**src/rtl/issel_pkg.sv**
```systemverilog
package issel_pkg;
  localparam int NQ    = 6;  // number of ready queues
  localparam int NLIM  = 4;  // queues with a per-class cap
  localparam int CLS_W = 3;

  typedef enum logic [CLS_W-1:0] {
    CLS_INT   = 3'd0,
    CLS_FP    = 3'd1,
    CLS_BR    = 3'd2,
    CLS_MEM   = 3'd3,
    CLS_MISC  = 3'd4,
    CLS_DRAIN = 3'd5
  } cls_e;
endpackage

```
**src/rtl/issel_route.sv**
```systemverilog
module issel_route
  import issel_pkg::*;
(
  input  logic             clk,
  input  logic             rst,
  input  logic             is_ctrl,
  input  logic             is_mem,
  input  logic             is_int,
  input  logic             is_fp,
  output logic [CLS_W-1:0] cls_q
);
  cls_e pick;

  always_comb begin
    if (is_ctrl)     pick = CLS_BR;
    else if (is_mem) pick = CLS_MEM;
    else if (is_int) pick = CLS_INT;
    else if (is_fp)  pick = CLS_FP;
    else             pick = CLS_MISC;
  end

  always_ff @(posedge clk) begin
    if (rst) cls_q <= '0;
    else     cls_q <= pick;
  end

  // control outranks every other flag
  assert_ctrl_first_R10: assert property (@(posedge clk) disable iff (rst)
    (!$past(rst) && $past(is_ctrl)) |-> (cls_q == CLS_BR));
  // memory outranks integer and floating-point
  assert_mem_second_R10: assert property (@(posedge clk) disable iff (rst)
    (!$past(rst) && !$past(is_ctrl) && $past(is_mem)) |-> (cls_q == CLS_MEM));
endmodule

```
**src/rtl/issel_step.sv**
```systemverilog
module issel_step
  import issel_pkg::*;
#(
  parameter int SEQ_W   = 8,
  parameter int ISSUE_W = 4,
  parameter int CNT_W   = 3
) (
  input  logic [NQ-1:0]        h_vld,
  input  logic [NQ*SEQ_W-1:0]  h_seq,
  input  logic [NQ-1:0]        h_sqs,
  input  logic [NQ*CNT_W-1:0]  cnt,
  input  logic [NLIM*CNT_W-1:0] lim,
  input  logic [CNT_W-1:0]     tot,
  output logic                 take_dis,
  output logic                 take_iss,
  output logic [CLS_W-1:0]     take_q,
  output logic [SEQ_W-1:0]     take_seq
);
  localparam logic [CNT_W-1:0] WIDTH_C = CNT_W'(ISSUE_W);

  logic [NQ-1:0]    elig;
  logic [SEQ_W-1:0] best;
  logic             found;
  logic [CLS_W-1:0] win;
  logic [CLS_W-1:0] dq;
  logic             dfound;

  // eligibility: open width, valid head, class under its cap
  always_comb begin
    for (int q = 0; q < NQ; q++) begin
      if (q < NLIM)
        elig[q] = (tot < WIDTH_C) && h_vld[q] &&
                  (cnt[q*CNT_W +: CNT_W] < lim[(q % NLIM)*CNT_W +: CNT_W]);
      else
        elig[q] = (tot < WIDTH_C) && h_vld[q];
    end
  end

  // lowest-numbered squashed head among the five normal queues
  always_comb begin
    dfound = 1'b0;
    dq     = '0;
    for (int q = NQ-2; q >= 0; q--) begin
      if (elig[q] && h_sqs[q]) begin
        dfound = 1'b1;
        dq     = CLS_W'(q);
      end
    end
  end

  // oldest head, strict less-than in queue order, sentinel never wins
  always_comb begin
    best  = '1;
    found = 1'b0;
    win   = '0;
    for (int q = 0; q < NQ; q++) begin
      if (elig[q] && (h_seq[q*SEQ_W +: SEQ_W] < best)) begin
        best  = h_seq[q*SEQ_W +: SEQ_W];
        found = 1'b1;
        win   = CLS_W'(q);
      end
    end
  end

  always_comb begin
    take_dis = dfound;
    take_iss = !dfound && found;
    take_q   = dfound ? dq : win;
    take_seq = best;
  end
endmodule

```
**src/rtl/issel_top.sv**
```systemverilog
module issel_top
  import issel_pkg::*;
#(
  parameter int SEQ_W   = 8,
  parameter int ISSUE_W = 4,
  parameter int LOOK    = 4,
  parameter int STEPS   = 8,
  localparam int CNT_W  = $clog2(ISSUE_W+1),
  localparam int PTR_W  = $clog2(LOOK+1),
  localparam int STL_W  = $clog2(STEPS+1)
) (
  input  logic                       clk,
  input  logic                       rst,
  input  logic [NQ*LOOK-1:0]         hd_vld,
  input  logic [NQ*LOOK*SEQ_W-1:0]   hd_seq,
  input  logic [NQ*LOOK-1:0]         hd_sqs,
  input  logic [NLIM*CNT_W-1:0]      class_lim,
  input  logic                       rt_ctrl,
  input  logic                       rt_mem,
  input  logic                       rt_int,
  input  logic                       rt_fp,
  output logic [NQ*PTR_W-1:0]        pop_cnt,
  output logic [ISSUE_W-1:0]         slot_vld,
  output logic [ISSUE_W*CLS_W-1:0]   slot_cls,
  output logic [ISSUE_W*SEQ_W-1:0]   slot_seq,
  output logic [NQ*CNT_W-1:0]        cls_cnt,
  output logic [STL_W-1:0]           stall_cnt,
  output logic [CNT_W-1:0]           free_inc,
  output logic [CLS_W-1:0]           rt_cls
);
  // state carried between selection steps
  logic [NQ*PTR_W-1:0] ptr_v [STEPS+1];
  logic [NQ*CNT_W-1:0] cnt_v [STEPS+1];
  logic [CNT_W-1:0]    tot_v [STEPS+1];
  logic [STL_W-1:0]    stl_v [STEPS+1];
  logic                st_iss [STEPS];
  logic [CLS_W-1:0]    st_q   [STEPS];
  logic [SEQ_W-1:0]    st_seq [STEPS];

  assign ptr_v[0] = '0;
  assign cnt_v[0] = '0;
  assign tot_v[0] = '0;
  assign stl_v[0] = '0;

  for (genvar s = 0; s < STEPS; s++) begin : g_step
    logic [NQ-1:0]       hv;
    logic [NQ-1:0]       hs;
    logic [NQ*SEQ_W-1:0] hq;
    logic                dis;
    logic                iss;
    logic [CLS_W-1:0]    tq;
    logic [SEQ_W-1:0]    tseq;
    logic [NQ*PTR_W-1:0] np;
    logic [NQ*CNT_W-1:0] nc;
    logic [CNT_W-1:0]    nt;
    logic [STL_W-1:0]    nl;

    // current head of each queue behind what earlier steps consumed
    always_comb begin
      for (int q = 0; q < NQ; q++) begin
        int p;
        p = int'(ptr_v[s][q*PTR_W +: PTR_W]);
        if (p < LOOK) begin
          hv[q] = hd_vld[q*LOOK + p];
          hs[q] = hd_sqs[q*LOOK + p];
          hq[q*SEQ_W +: SEQ_W] = hd_seq[(q*LOOK + p)*SEQ_W +: SEQ_W];
        end else begin
          hv[q] = 1'b0;
          hs[q] = 1'b0;
          hq[q*SEQ_W +: SEQ_W] = '1;
        end
      end
    end

    issel_step #(
      .SEQ_W(SEQ_W), .ISSUE_W(ISSUE_W), .CNT_W(CNT_W)
    ) i_step (
      .h_vld(hv), .h_seq(hq), .h_sqs(hs),
      .cnt(cnt_v[s]), .lim(class_lim), .tot(tot_v[s]),
      .take_dis(dis), .take_iss(iss), .take_q(tq), .take_seq(tseq)
    );

    always_comb begin
      np = ptr_v[s];
      nc = cnt_v[s];
      nt = tot_v[s];
      nl = stl_v[s];
      if (dis || iss)
        np[int'(tq)*PTR_W +: PTR_W] = np[int'(tq)*PTR_W +: PTR_W] + PTR_W'(1);
      if (dis)
        nl = nl + STL_W'(1);
      if (iss) begin
        nc[int'(tq)*CNT_W +: CNT_W] = nc[int'(tq)*CNT_W +: CNT_W] + CNT_W'(1);
        nt = nt + CNT_W'(1);
      end
    end

    assign ptr_v[s+1] = np;
    assign cnt_v[s+1] = nc;
    assign tot_v[s+1] = nt;
    assign stl_v[s+1] = nl;
    assign st_iss[s]  = iss;
    assign st_q[s]    = tq;
    assign st_seq[s]  = tseq;
  end

  // scatter the winners into slots by their issue index
  logic [ISSUE_W-1:0]       n_vld;
  logic [ISSUE_W*CLS_W-1:0] n_cls;
  logic [ISSUE_W*SEQ_W-1:0] n_seq;

  always_comb begin
    n_vld = '0;
    n_cls = '0;
    n_seq = '0;
    for (int s = 0; s < STEPS; s++) begin
      if (st_iss[s]) begin
        n_vld[int'(tot_v[s])] = 1'b1;
        n_cls[int'(tot_v[s])*CLS_W +: CLS_W] = st_q[s];
        n_seq[int'(tot_v[s])*SEQ_W +: SEQ_W] = st_seq[s];
      end
    end
  end

  always_ff @(posedge clk) begin
    if (rst) begin
      pop_cnt   <= '0;
      slot_vld  <= '0;
      slot_cls  <= '0;
      slot_seq  <= '0;
      cls_cnt   <= '0;
      stall_cnt <= '0;
      free_inc  <= '0;
    end else begin
      pop_cnt   <= ptr_v[STEPS];
      slot_vld  <= n_vld;
      slot_cls  <= n_cls;
      slot_seq  <= n_seq;
      cls_cnt   <= cnt_v[STEPS];
      stall_cnt <= stl_v[STEPS];
      free_inc  <= tot_v[STEPS];
    end
  end

  issel_route i_route (
    .clk(clk), .rst(rst),
    .is_ctrl(rt_ctrl), .is_mem(rt_mem), .is_int(rt_int), .is_fp(rt_fp),
    .cls_q(rt_cls)
  );

  // ---- checks on the registered outputs ----
  int pop_sum;
  int cls_sum;
  always_comb begin
    pop_sum = 0;
    cls_sum = 0;
    for (int q = 0; q < NQ; q++) begin
      pop_sum += int'(pop_cnt[q*PTR_W +: PTR_W]);
      cls_sum += int'(cls_cnt[q*CNT_W +: CNT_W]);
    end
  end

  // slots contiguous from index 0, and as many as entries freed
  assert_slots_packed_R2: assert property (@(posedge clk) disable iff (rst)
    slot_vld == ISSUE_W'((1 << free_inc) - 1));
  // per-class counts add up to the freed entries
  assert_count_sum_R2: assert property (@(posedge clk) disable iff (rst)
    cls_sum == int'(free_inc));
  // every pop is either an issue or a discarded squashed head
  assert_pop_balance_R7: assert property (@(posedge clk) disable iff (rst)
    pop_sum == int'(stall_cnt) + int'(free_inc));
  // drain entries are never discarded, only issued
  assert_drain_issued_R8: assert property (@(posedge clk) disable iff (rst)
    pop_cnt[(NQ-1)*PTR_W +: PTR_W] == PTR_W'(cls_cnt[(NQ-1)*CNT_W +: CNT_W]));

  for (genvar c = 0; c < NLIM; c++) begin : g_cap_chk
    // class never exceeds the cap it saw
    assert_class_cap_R5: assert property (@(posedge clk) disable iff (rst)
      !$past(rst) |-> (cls_cnt[c*CNT_W +: CNT_W] <= $past(class_lim[c*CNT_W +: CNT_W])));
  end

  for (genvar i = 0; i < ISSUE_W; i++) begin : g_seq_chk
    // the sentinel sequence number never reaches a slot
    assert_no_sentinel_R9: assert property (@(posedge clk) disable iff (rst)
      slot_vld[i] |-> (slot_seq[i*SEQ_W +: SEQ_W] != '1));
  end
endmodule

```
**config.mk**
```make
export PLATFORM = sky130hd
export DESIGN_NAME = issel_top
export DESIGN_NICKNAME = d
export VERILOG_FILES = /design/src/rtl/issel_pkg.sv /design/src/rtl/issel_route.sv /design/src/rtl/issel_step.sv /design/src/rtl/issel_top.sv
export SDC_FILE = /design/constraint.sdc
export NUM_CORES = 2
export LEC_CHECK = 0
export BUFFER_PORTS_ARGS = -buffer_cell sky130_fd_sc_hd__buf_2
export CAP_MARGIN = 5
export CORE_ASPECT_RATIO = 1.2
export CORE_MARGIN = 2
export CORE_UTILIZATION = 35
export DETAILED_ROUTE_END_ITERATION = 7
export PLACE_DENSITY_LB_ADDON = 0.3
export SYNTH_ARGS = -nofsm -noshare
export SYNTH_HDL_FRONTEND = slang
export SYNTH_HIERARCHICAL = 1
export SYNTH_SLANG_ARGS = --single-unit
```
**constraint.sdc**
```tcl
create_clock -name clk -period 128.5 [get_ports clk]
set_input_delay 0 -clock clk [delete_from_list [all_inputs] [get_ports clk]]
set_output_delay 0 -clock clk [all_outputs]
set_load 0.05 [all_outputs]
```
=== After elaboration in Yosys (flattened, before gate mapping) ===
Index checks and enable logic that the tools add are counted.

* Bits in registers: 94
* Output and inout port bits: 94
* Word-level logic and storage cells: 1269

* $add $sub $neg: 86
* $mul: 15
* Order comparisons: 185
* Shift operators: 108
* Multiplexer cells: 662
* Bitwise gates (word level): 8
* Reduce and logical (&&, ||, !) cells: 195

{| class="wikitable"
|+ Operators by type and width
! cell !! count
|-
| $shiftx 192x10->8 || 14
|-
| $shiftx 192x9->8 || 14
|-
| $shiftx 192x7->8 || 7
|-
| $shiftx 192x8->8 || 7
|-
| $lt 32x7->1 const B || 35
|-
| $mux 8 || 91
|-
| $shiftx 3x33->18 || 15
|-
| $neg 5->33 || 14
|-
| $shiftx 18x32->3 || 14
|-
| $mux 1 || 323
|-
| $lt 8x8->1 || 40
|-
| $bmux 1 s5 || 63
|-
| $mux 18 || 16
|-
| $shift 3x33->18 const A || 8
|-
| $bwmux 18 || 14
|-
| $shift 3x33->12 const A || 7
|-
| $shift 8x33->32 const A || 7
|-
| $shiftx 3x33->12 || 7
|-
| $shiftx 8x33->32 || 7
|-
| $bwmux 32 || 7
|-
| $mux 32 || 7
|-
| $mux 3 || 73
|-
| $neg 6->33 || 6
|-
| $logic_and 1x1->1 || 177
|-
| 31 further kinds || 286
|}

=== Depth between registers and ports, before layout ===
* Word-level depth: 229
* Mapped depth: 511

=== Modules after synthesis ===
Netlist, hierarchy kept.

{| class="wikitable"
|+ By module, submodules not included
! module !! instances !! cells each !! area each (um^2) !! sequential area each (um^2)
|-
| issel_top || 1 || 4085 || 27457.6 || 1821.7
|-
| issel_step || 8 || 281 || 1968.1 || 0.0
|-
| issel_route || 1 || 10 || 101.3 || 60.1
|}

=== Least setup slack after synthesis ===
No wires, ideal clock.

* Kind: input to register
* Start: in class_lim[2]
* End: reg pop_cnt[11]
* Setup time: 95 ps
* Data arrival time: 93890 ps
* Slack: 34515 ps
* Stages on the path: 477
* Buffers on the path: 50
* Path through: inv_1 ha_1 nand2_1 o211ai_1 buf_2 nor2_1 ha_1 and4_1 a32oi_1 nand3_1 a41o_1 a21o_1 clkbuf_1 a21oi_1 inv_1 ha_1 a21oi_1 nor2b_1 [... 441 more ...] nor2_2 mux2i_1 ha_1 a21oi_1 nor2b_1 nor3_1 o31a_1 nand2_1 a221o_1 buf_4 o21ai_1 clkbuf_1 buf_2 mux4_2 a22o_1 ha_1 or4_1 o311ai_1

* Elaborated cells on any way between the ends: 1033

{| class="wikitable"
|+ RTL lines
! item !! line !! text
|-
| from (decl) || issel_top.sv:17 || <nowiki>input logic [NLIM*CNT_W-1:0] class_lim,</nowiki>
|-
| $lt 1x3->1 * || issel_step.sv:33 || <nowiki>(cnt[q*CNT_W +: CNT_W] < lim[(q % NLIM)*CNT_W +: CNT_W]);</nowiki>
|-
| $logic_and 1x1->1 * || issel_step.sv:32 || <nowiki>elig[q] = (tot < WIDTH_C) && h_vld[q] &&</nowiki>
|-
| $logic_and 1x1->1 || issel_step.sv:57 || <nowiki>if (elig[q] && (h_seq[q*SEQ_W +: SEQ_W] < best)) begin</nowiki>
|-
| $mux 8 || issel_step.sv:57 ||
|-
| $lt 8x8->1 || issel_step.sv:57 ||
|-
| $logic_and 1x1->1 || issel_step.sv:57 ||
|-
| $mux 8 || issel_step.sv:57 ||
|-
| $lt 8x8->1 || issel_step.sv:57 ||
|-
| [... 12 more ...] || -- ||
|-
| net g_step[0].tq[0] || issel_top.sv:51 || <nowiki>logic [CLS_W-1:0] tq;</nowiki>
|-
| [... 9 more ...] || -- ||
|-
| net g_step[1].hv[0] || issel_top.sv:46 || <nowiki>logic [NQ-1:0] hv;</nowiki>
|-
| [... 20 more ...] || -- ||
|-
| net g_step[1].tq[0] || issel_top.sv:51 ||
|-
| [... 9 more ...] || -- ||
|-
| net g_step[2].hv[0] || issel_top.sv:46 ||
|-
| [... 20 more ...] || -- ||
|-
| net g_step[2].tq[2] || issel_top.sv:51 ||
|-
| [... 9 more ...] || -- ||
|-
| net g_step[3].hv[0] || issel_top.sv:46 ||
|-
| [... 20 more ...] || -- ||
|-
| net g_step[3].tq[0] || issel_top.sv:51 ||
|-
| [... 6 more ...] || -- ||
|-
| net g_step[3].nc[2] || issel_top.sv:54 || <nowiki>logic [NQ*CNT_W-1:0] nc;</nowiki>
|-
| [... 20 more ...] || -- ||
|-
| net g_step[4].tq[0] || issel_top.sv:51 ||
|-
| [... 9 more ...] || -- ||
|-
| net g_step[5].hv[0] || issel_top.sv:46 ||
|-
| [... 20 more ...] || -- ||
|-
| net g_step[5].tq[0] || issel_top.sv:51 ||
|-
| [... 9 more ...] || -- ||
|-
| net g_step[6].hv[0] || issel_top.sv:46 ||
|-
| [... 20 more ...] || -- ||
|-
| net g_step[6].tq[0] || issel_top.sv:51 ||
|-
| [... 9 more ...] || -- ||
|-
| net g_step[7].hv[0] || issel_top.sv:46 ||
|-
| [... 19 more ...] || -- ||
|-
| $mux 3 * || issel_step.sv:68 || <nowiki>take_q = dfound ? dq : win;</nowiki>
|-
| net g_step[7].tq[0] || issel_top.sv:51 ||
|-
| $mul 3x2->5 * || issel_top.sv:89 || <nowiki>np[int'(tq)*PTR_W +: PTR_W] = np[int'(tq)*PTR_W +: PTR_W] + PTR_W'(1);</nowiki>
|-
| $shiftx 18x32->3 || issel_top.sv:89 ||
|-
| $add 3x1->3 || issel_top.sv:89 ||
|-
| $shiftx 3x33->18 || issel_top.sv:89 ||
|-
| $bwmux 18 * || issel_top.sv:89 ||
|-
| $mux 18 * || issel_top.sv:88 || <nowiki>if (dis || iss)</nowiki>
|-
| to (signal assigned) || issel_top.sv:135 || <nowiki>pop_cnt <= ptr_v[STEPS];</nowiki>
|-
| to (decl) || issel_top.sv:22 || <nowiki>output logic [NQ*PTR_W-1:0] pop_cnt,</nowiki>
|}

The timed path passes the listed nets; every way through them passes the cells marked *. The select of a mux whose other input is x is not followed.
A chain may end at the register's enable or synchronous reset.

=== Final worst setup path ===
* Start: in class_lim[2]
* End: reg cls_cnt[8]

* Elaborated cells on any way between the ends: 1032

{| class="wikitable"
|+ RTL lines
! item !! line !! text
|-
| $lt 1x3->1 * || issel_step.sv:33 ||
|-
| $logic_and 1x1->1 * || issel_step.sv:32 ||
|-
| $logic_and 1x1->1 || issel_step.sv:57 ||
|-
| $mux 8 || issel_step.sv:57 ||
|-
| $lt 8x8->1 || issel_step.sv:57 ||
|-
| $logic_and 1x1->1 || issel_step.sv:57 ||
|-
| $mux 8 || issel_step.sv:57 ||
|-
| $lt 8x8->1 || issel_step.sv:57 ||
|-
| [... 12 more ...] || -- ||
|-
| net g_step[0].tq[1] || issel_top.sv:51 ||
|-
| [... 9 more ...] || -- ||
|-
| net g_step[1].hv[0] || issel_top.sv:46 ||
|-
| [... 20 more ...] || -- ||
|-
| net g_step[1].tq[1] || issel_top.sv:51 ||
|-
| [... 9 more ...] || -- ||
|-
| net g_step[2].hv[0] || issel_top.sv:46 ||
|-
| [... 20 more ...] || -- ||
|-
| net g_step[2].tq[0] || issel_top.sv:51 ||
|-
| [... 9 more ...] || -- ||
|-
| net g_step[3].hv[0] || issel_top.sv:46 ||
|-
| [... 20 more ...] || -- ||
|-
| net g_step[3].tq[0] || issel_top.sv:51 ||
|-
| [... 6 more ...] || -- ||
|-
| net g_step[3].nc[2] || issel_top.sv:54 ||
|-
| [... 20 more ...] || -- ||
|-
| net g_step[4].tq[0] || issel_top.sv:51 ||
|-
| [... 9 more ...] || -- ||
|-
| net g_step[5].hv[0] || issel_top.sv:46 ||
|-
| [... 20 more ...] || -- ||
|-
| net g_step[5].tq[1] || issel_top.sv:51 ||
|-
| [... 9 more ...] || -- ||
|-
| net g_step[6].hv[0] || issel_top.sv:46 ||
|-
| [... 20 more ...] || -- ||
|-
| net g_step[6].tq[1] || issel_top.sv:51 ||
|-
| [... 6 more ...] || -- ||
|-
| net g_step[6].nc[2] || issel_top.sv:54 ||
|-
| [... 19 more ...] || -- ||
|-
| $mux 3 * || issel_step.sv:68 ||
|-
| net g_step[7].tq[2] || issel_top.sv:51 ||
|-
| $mul 3x2->5 * || issel_top.sv:93 || <nowiki>nc[int'(tq)*CNT_W +: CNT_W] = nc[int'(tq)*CNT_W +: CNT_W] + CNT_W'(1);</nowiki>
|-
| $shiftx 18x32->3 || issel_top.sv:93 ||
|-
| $add 3x1->3 || issel_top.sv:93 ||
|-
| $shiftx 3x33->18 || issel_top.sv:93 ||
|-
| $bwmux 18 * || issel_top.sv:93 ||
|-
| $mux 18 * || issel_top.sv:92 || <nowiki>if (iss) begin</nowiki>
|-
| to (signal assigned) || issel_top.sv:139 || <nowiki>cls_cnt <= cnt_v[STEPS];</nowiki>
|-
| to (decl) || issel_top.sv:26 || <nowiki>output logic [NQ*CNT_W-1:0] cls_cnt,</nowiki>
|}

Marks and branches as above.

==> flow_metrics.env <==
export IMPL_run_status="finished, final reports clean"
export IMPL_coreArea_um2=122600
export IMPL_fin_setup_tns_ns=0
export IMPL_place_hpwl_um=223100
export IMPL_use_met1_pct=47.96
export IMPL_critPathMostFrequentCell="ha_1"
export IMPL_gr_usage_met3_pct=6.358
export IMPL_grt_pass1_wl_um=365100
export IMPL_setup_viol=0
export IMPL_drive_above_1_share_pct=20.03
export IMPL_holdPathStages=3
export IMPL_rsz0062_at_grt="false"
export IMPL_relSlewSlack_pct=10.01
export IMPL_dieHeight_um=388.4
export IMPL_endpoint_kind="register"
export IMPL_nFillCells=13112
export IMPL_cts_buffers_inserted=9
export IMPL_syn_to_final_growth_pct=15.39
export IMPL_cts_tree="done"
export IMPL_overflow=0
export IMPL_ant_nets=0
export IMPL_htree_num_levels=3
export IMPL_start_kind="input pin"
export IMPL_cts_path_max_buffers=2
export IMPL_synthCells=6320
export IMPL_cts_sinks=94
export IMPL_cts_root_buf="clkbuf_16"
export IMPL_io_pins=352
export IMPL_initial_utilization_pct=35.15
export IMPL_drt_total_wl_um=262500
export IMPL_wl_per_cell_um=31.01
export IMPL_drt_vias_per_instance=6.286
export IMPL_timing_final_crit_share_pct=96.38
export IMPL_globalplace_congestion=1.075
export IMPL_top_usage_layer="met2"
export IMPL_dieArea_um2=126000
export IMPL_path_clk_slew_ns=0.07
export IMPL_hold_viol_final=0
export IMPL_worstSetupPathType="in -> reg"
export IMPL_die_w_um=324.3
export IMPL_first_global_vias=49562
export IMPL_grt_antenna_before_repair=30
export IMPL_io_buffers=347
export IMPL_max_freq_mhz=8.074
export IMPL_slowest_stage="a21oi_1"
export IMPL_min_to="i_route/cls_q[2]"
export IMPL_grt_max_degree=75
export IMPL_row_count=141
export IMPL_crit_path_max_incr_delay_ns=0.82
export IMPL_worstHoldStart="rt_fp"
export IMPL_cap_viol_max_count=0
export IMPL_path_max_fanout=37
export IMPL_hold_path_class="in -> reg"
export IMPL_netlist_area_um2=43090
export IMPL_report_final_slew_viol_count=0
export IMPL_met2_usage_pct=62.97
export IMPL_firstDrtPassIters=6
export IMPL_yosysWarnings=6
export IMPL_drc_errors=0
export IMPL_finalCriticalPeriod_ns=123.85
export IMPL_worstMarginPinSlew_ns=1.341
export IMPL_nets=7438
export IMPL_arrival_ns=124.14
export IMPL_grt_usage_pct=39.75
export IMPL_drtIter0Drc=6089
export IMPL_required_ns=128.79
export IMPL_vias=53213
export IMPL_syn_area_per_cell_um2=6.818
-- cell type report --
class	instances	area, um2	share of cell area (%)
clock inverters	6	100.1	0.2013
repair buffers	765	5007	10.07
clock buffers	10	229.0	0.4605
flip-flops and latches	94	1882	3.784
well taps	1644	2057	4.137
inverters	360	1351	2.718
diodes	16	40.04	0.08052
multi-input cells	5570	39060	78.55
-- per-layer routing --
layer | vias up | part of all wire (%) | wire (um)
li1 | 24154 | - | -
met1 | 25416 | 38 | 100700
met2 | 2889 | 44 | 114400
met3 | 738 | 8.5 | 22360
met4 | 16 | 9.5 | 24990
met5 | - | 0.039 | 102
-- repair_timing --
action	CTS	global route
hold buffers	7	0
setup buffers	0	6
resized for setup	0	3
hold endpoints to repair	8	0
setup endpoints to repair	0	87
-- through the flow --
stage          cell area, um2  util, %  cells  setup WS, ns  hold slack (ns)
2_1_floorplan           43260        -   6364         34.51          0.07037
3_3_place_gp            49220    40.15   8420         6.456           0.1975
3_5_place_dp            49220    40.15   8420         5.957           0.1983
4_1_cts                 49620    40.47   8443         6.075           0.4129
5_1_grt                 49690    40.53   8452        0.4557           0.4181
6_report                49730    40.56   8465         4.647           0.4213
-- cells in the final DEF, fill, tap and decap left out, drive strengths merged, types with 24 or more instances in the layout --
cell type / instances
nand3b: 36
dfxtp: 94
nand2: 1054
mux2i: 465
and2: 100
inv: 359
nor4: 24
a21oi: 354
maj3: 40
or3: 31
or2: 42
nand3: 184
conb: 45
nor2: 583
ha: 379
o221ai: 27
a31oi: 62
mux4: 61
xnor2: 49
a22oi: 74
o21a: 41
nand4: 109
a211oi: 71
a311oi: 30
a32oi: 32
o211ai: 40
o21ai: 486
nor3b: 53
nand2b: 56
nor2b: 76
buf: 758
o22ai: 30
o31ai: 24
and3: 60
and4: 29
nor3: 76
a21o: 93
mux2: 283
-- critical path: cells and delay by family --
kind            cells  cell delay [ns]
compound gates    190            51.99
simple gates      152            36.67
fa+ha+maj          51            15.88
buf+inv            53             9.69
mux                18             9.34
-- worst max path at each step --
stage | start | to | slack [ns] | cells past startpoint
5_1_grt | class_lim[2] | cls_cnt[8] | 0.46 | 465
3_3_place_gp | class_lim[2] | cls_cnt[8] | 6.46 | 462
3_5_place_dp | class_lim[2] | cls_cnt[8] | 5.96 | 461
4_1_cts | class_lim[2] | cls_cnt[8] | 6.08 | 461
6_report | class_lim[2] | cls_cnt[8] | 4.65 | 464
2_1_floorplan | class_lim[2] | pop_cnt[11] | 34.51 | 477
-- flip-flops by register name, indices dropped and copies added (netlist names) --
name           flops
slot_vld           4
slot_seq          32
pop_cnt           18
slot_cls          12
free_inc           3
stall_cnt          4
i_route/cls_q      3
cls_cnt           18
Power is not shown: default switching activity piles up to over one toggle a cycle in this logic, so the estimate is an artifact.
